## config.mk

```make
export PLATFORM = sky130hd
export DESIGN_NAME = sysref_req_cond
export DESIGN_NICKNAME = d
export VERILOG_FILES = /design/src/rtl/src_pkg.sv /design/src/rtl/src_sync.sv /design/src/rtl/src_latch.sv /design/src/rtl/src_delay.sv /design/src/rtl/sysref_req_cond.sv
export SDC_FILE = /design/constraint.sdc
export NUM_CORES = 1
export LEC_CHECK = 0
export BUFFER_PORTS_ARGS = -buffer_cell sky130_fd_sc_hd__buf_2
export CAP_MARGIN = 5
export CELL_PAD_IN_SITES_DETAIL_PLACEMENT = 1
export CELL_PAD_IN_SITES_GLOBAL_PLACEMENT = 1
export CORE_MARGIN = 2
export CORE_UTILIZATION = 47
export CTS_BUF_LIST = sky130_fd_sc_hd__clkbuf_16
export DETAILED_ROUTE_END_ITERATION = 7
export PLACE_DENSITY_LB_ADDON = 0.1
export SLEW_MARGIN = 5
export SYNTH_ARGS = -nofsm -noshare
export SYNTH_HDL_FRONTEND = slang
export SYNTH_SLANG_ARGS = --single-unit
```

## constraint.sdc

```tcl
create_clock -name clk -period 2.1 [get_ports clk]
set_input_delay 0.315 -clock clk [delete_from_list [all_inputs] [get_ports clk]]
set_output_delay 0.315 -clock clk [all_outputs]
set_load 0.02 [all_outputs]
```

## src/rtl/src_pkg.sv

```systemverilog
package src_pkg;

    typedef enum logic {
        FN_SYNC = 1'b0,
        FN_SREQ = 1'b1
    } req_fn_e;

    typedef struct packed {
        logic clr;
        logic rpt;
        logic latch_en;
        logic sw_trig;
    } req_ctl_t;

    typedef struct packed {
        logic req;
        logic pulse;
        logic mute;
    } req_out_t;

    function automatic logic ctl_forces_low(input req_ctl_t c);
        return c.clr && !c.rpt;
    endfunction

endpackage

```

## src/rtl/src_sync.sv

```systemverilog
module src_sync #(
    parameter int STAGES = 2
) (
    input  logic clk,
    input  logic rst,
    input  logic d,
    output logic q
);
    logic [STAGES-1:0] chain;

    always_ff @(posedge clk) begin
        if (rst) chain <= '0;
        else     chain <= {chain[STAGES-2:0], d};
    end

    assign q = chain[STAGES-1];
endmodule

```

## src/rtl/src_latch.sv

```systemverilog
module src_latch (
    input  logic clk,
    input  logic rst,
    input  logic raw,
    input  logic latch_en,
    input  logic clr,
    output logic lvl
);
    logic raw_d;
    logic held;
    logic rise;

    assign rise = raw && !raw_d;

    always_ff @(posedge clk) begin
        if (rst) begin
            raw_d <= 1'b0;
            held  <= 1'b0;
        end else begin
            raw_d <= raw;
            if (clr)                 held <= 1'b0;
            else if (latch_en && rise) held <= 1'b1;
        end
    end

    assign lvl = latch_en ? (held || rise) : raw;

    // once held, only clear releases the latch
    a_r3_latch_hold: assert property (@(posedge clk) disable iff (rst)
        (held && !clr) |=> held);
endmodule

```

## src/rtl/src_delay.sv

```systemverilog
module src_delay #(
    parameter int STEP_W = 6
) (
    input  logic              clk,
    input  logic              rst,
    input  logic              flush,
    input  logic              d,
    input  logic [STEP_W-1:0] step,
    output logic              q
);
    localparam int DEPTH = (1 << STEP_W) - 1;

    logic [DEPTH-1:0] line;
    logic [DEPTH:0]   taps;

    always_ff @(posedge clk) begin
        if (rst || flush) line <= '0;
        else              line <= {line[DEPTH-2:0], d};
    end

    assign taps = {line, d};
    assign q    = taps[step];

    // a flush leaves nothing in flight
    a_r5_flush_empty: assert property (@(posedge clk) disable iff (rst)
        flush |=> (line == '0));
endmodule

```

## src/rtl/sysref_req_cond.sv

```systemverilog
module sysref_req_cond
    import src_pkg::*;
#(
    parameter int SYNC_STAGES = 2,
    parameter int STEP_W      = 6
) (
    input  logic              clk,
    input  logic              rst,
    input  logic              req_pin,
    input  logic              latch_en,
    input  logic              clr,
    input  logic              sw_trig,
    input  logic              req_mode,
    input  logic              rpt_mode,
    input  logic              mute_dis,
    input  logic [STEP_W-1:0] delay_step,
    output logic              int_req,
    output logic              sync_pulse,
    output logic              sysref_mute
);
    req_ctl_t ctl;
    req_out_t out_q;
    req_out_t out_n;
    req_fn_e  fn;
    logic     pin_s;
    logic     raw;
    logic     lvl;
    logic     force_low;
    logic     gated;
    logic     tap;
    logic     armed;

    assign ctl       = '{clr: clr, rpt: rpt_mode, latch_en: latch_en, sw_trig: sw_trig};
    assign fn        = req_fn_e'(req_mode);
    assign force_low = ctl_forces_low(ctl);

    src_sync #(.STAGES(SYNC_STAGES)) u_sync (
        .clk (clk),
        .rst (rst),
        .d   (req_pin),
        .q   (pin_s)
    );

    assign raw = ctl.sw_trig || pin_s;

    src_latch u_latch (
        .clk      (clk),
        .rst      (rst),
        .raw      (raw),
        .latch_en (ctl.latch_en),
        .clr      (ctl.clr),
        .lvl      (lvl)
    );

    assign gated = force_low ? 1'b0 : lvl;

    src_delay #(.STEP_W(STEP_W)) u_delay (
        .clk   (clk),
        .rst   (rst),
        .flush (force_low),
        .d     (gated),
        .step  (delay_step),
        .q     (tap)
    );

    always_comb begin
        out_n.req   = force_low ? 1'b0 : tap;
        out_n.pulse = (fn == FN_SYNC) && armed && out_n.req && !out_q.req;
        out_n.mute  = (fn == FN_SYNC) && !mute_dis && out_n.req;
    end

    always_ff @(posedge clk) begin
        if (rst) begin
            out_q <= '0;
            armed <= 1'b0;
        end else begin
            out_q <= out_n;
            if (ctl.clr) armed <= 1'b1;
        end
    end

    assign int_req     = out_q.req;
    assign sync_pulse  = out_q.pulse;
    assign sysref_mute = out_q.mute;

    // divider reset pulse lasts one cycle
    a_r8_pulse_single: assert property (@(posedge clk) disable iff (rst)
        sync_pulse |=> !sync_pulse);
    // pulse marks the rising edge of the request
    a_r8_pulse_on_rise: assert property (@(posedge clk) disable iff (rst)
        sync_pulse |-> (int_req && !$past(int_req)));
    // no pulse before the first clear
    a_r9_armed_first: assert property (@(posedge clk) disable iff (rst)
        sync_pulse |-> armed);
    // clear outside repeater forces the request low
    a_r5_clr_low: assert property (@(posedge clk) disable iff (rst)
        (clr && !rpt_mode) |=> !int_req);
    // mute only while a request is active
    a_r10_mute_req: assert property (@(posedge clk) disable iff (rst)
        sysref_mute |-> int_req);
endmodule

```

==> flow_summary.yaml <==
outcome:
  status: "finished, final reports clean"
yosys:
  muxShareOfSynthArea_pct: 14.52
  synth_warnings: 0
  synth_fa_ha_area_share_pct: 0
  seq_area_frac_synth_pct: 55.17
  yosys.area_share.simple_pct: 20.06
  ys_ff_latch: 71
  synth_top_family_by_area: "simple AND/OR/NAND/NOR gates"
  synthCells: 223
  yosysUniqueCellTypes: 34
  synth-xor-area-share_pct: 0
  synth_area_um2: 2576
  synth_fp_nets: 238
  synth_compound_area_share_pct: 7.334
  post_synth.cell_area_avg_um2: 11.55
drt:
  wl_per_cell_um: 16.23
  vias: 1638
  drc: 0
  vias_per_cell: 5.135
  postRouteAntennaNets: 0
  drt_pass1_iterations: 4
  initialDrtViolationCount: 65
  wl_um: 5178
sta:
  max_freq_mhz: 520.1
  worst_pin_slew_ns: 0.3718
  finalSetupViolations: 0
  fin_skew_ns: 0.007595
  maxSlewViolCount: 0
  post-route-period-util_pct: 91.55
  period_needed_ns: 1.923
  rsz0062_at_grt: "false"
  hold_viol: 0
  max_slew_margin_pct: 75.19
  fin_setup_tns_ns: 0
clock_network:
  cts_made_buffers: 9
  insertion_delay_ns: 0.33
  cts_setup_buffers: 0
  ctsHtreeMaxLevel: 3
  cts_resized: 0
  cts.root.buffer_cell: "clkbuf_16"
  cts.path.max_buffers: 2
  clock-sinks: 71
  path_clk_slew_ns: 0.06
  cts_tree: "yes"
  cts_hold_buf: 0
global_routing:
  grt_pass1_vias: 1814
  antenna_found_initial: 0
  grt_pass1_wl_um: 8914
  grt_start_max_net_pins: 40
  grt.overflow.total: 0
  grtUsageTotal_pct: 19.31
floorplan:
  core_um2: 5205
  io_pins: 18
  die_x_um: 78.04
  die_h_um: 78.04
  die_area_um2: 6089
  start_util_pct: 49.50
  rows: 26
pwr:
  internal_power_w: 0.002184
  total_power_w: 0.002792
  powerDensity_nw_per_um2: 932.0
  comb_power_share_pct: 4.7
  swShare_pct: 21.75
  vdd_drop_max_mv: 0.5076
  leakage_nw: 1.265
  p_clk_share_pct: 46.5
  p_switching_w: 0.0006073
  pwr-share-seq_pct: 48.8
hold_path:
  hold_path_depth: 2
  hold_path.class: "in -> reg"
worst_setup_path:
  rrSetupSlack_ns: 0.18
  crit_path_max_fanout: 3
  cp-start-kind: "flop"
  end_kind: "flop"
  worstPathRequired_ns: 2.31
  crit_arrival_ns: 2.13
  reg2reg_depth: 5
  criticalPathCategory: "reg -> reg"
cells_and_area:
  final_common_cell: "dfxtp_1"
  stdcell_area_um2: 2995
  layout.cells.non_filler: 319
  nNetsFinal: 260
  area_growth_pct: 16.27
  drive_gt1_share_pct: 18.07
  diodes: 0
  post-route-util_pct: 57.55
  final_cell_mix: "dfxtp_1 (71), and2_1 (62), buf_2 (17), mux2i_1 (13)"
placement:
  postPlaceCellArea_um2: 2741
  post-dp-hpwl_um: 3619
  portBuffers: 17
  place_inst: 304
  gp_congestion: 0.8057
job:
  max-cap-violations: 0
[Yosys cell counts, drive strengths merged]
cell     instances  area [um^2]
o221ai           1        8.760
o2bb2ai          1        8.760
or2b             1        7.510
a2111oi          1        15.01
clkbuf           7        26.28
inv              4        15.01
nor2b            6        37.54
mux2             6        67.56
o2111ai          1        8.760
mux4             7        176.4
o21bai           1        7.510
nor3             2        10.01
dfxtp           71         1421
nor2            10        37.54
and4             1        8.760
a21oi            4        20.02
nand2            4        15.01
a221oi           1        15.01
nand3            1        5.000
a2111o           1        11.26
and2b            1        7.510
a311oi           2        17.52
o21ai            1        5.000
a22oi            2        15.01
a222oi           1        10.01
a211o            1        8.760
o211ai           2        15.01
a211oi           2        15.01
and2            62        387.9
o31ai            1        7.510
mux2i           13        130.1
buf              4        33.78
[flip-flops by register name (all words and copies together), names as in the netlist]
register       flops
armed              1
int_req            1
sync_pulse         1
sysref_mute        1
u_delay.line      63
u_latch.held       1
u_latch.raw_d      1
u_sync.chain       2
[per-stage QoR]
stage                     setup slack (ns)  hold WS, ns
after floorplan                     0.1560       0.3839
after global routing                0.1161       0.1550
final                               0.1774       0.1628
after global placement             0.05129       0.4238
after CTS                           0.1739       0.1534
after detailed placement          -0.05167       0.4404
[power groups by stage]
stage                     clock [W]  sequential (W)  combinational [W]
after global routing        0.00141         0.00136           0.000145
after detailed placement          0         0.00139           0.000132
after CTS                   0.00133         0.00136           0.000132
after floorplan                   0         0.00139          0.0000812
after global placement            0         0.00139           0.000126
final                       0.00130         0.00136           0.000130
[worst max-delay path, cell delays in order (launching register included)]
cell and delay [ns]:
dfxtp_1 0.31, o21bai_1 0.15, a311oi_1 0.38, o31ai_1 0.13, a2111o_1 0.44, a2111oi_2 0.40
[worst paths after layout]
kind / start / to
worst max-delay path: u_latch.raw_d / sysref_mute
worst min-delay path: mute_dis / sysref_mute
worst max register to register: u_latch.raw_d / sysref_mute
worst min register to register: u_delay.line[27] / u_delay.line[28]
[layer usage]
metal	track usage, %	routed length, um	vias up
met4	7.895	89	0
met2	31.21	2496	20
li1	-	-	811
met1	23.82	2425	799
met5	0	0	-
met3	6.437	167	8
[cell families after synthesis]
group	after synthesis
simple gates	88
flops	71
mux	26
compound gates	23
buf+inv	15
[final cells by class]
type	instances	area, um^2
Fill cell	568	2210
Sequential cell	71	1421
Multi-Input combinational cell	137	1082
Clock buffer	9	225.2
Timing Repair Buffer	22	135.1
Tap cell	70	87.58
Clock inverter	6	28.78
Inverter	4	15.01
Power figures use the tool's default switching activity.
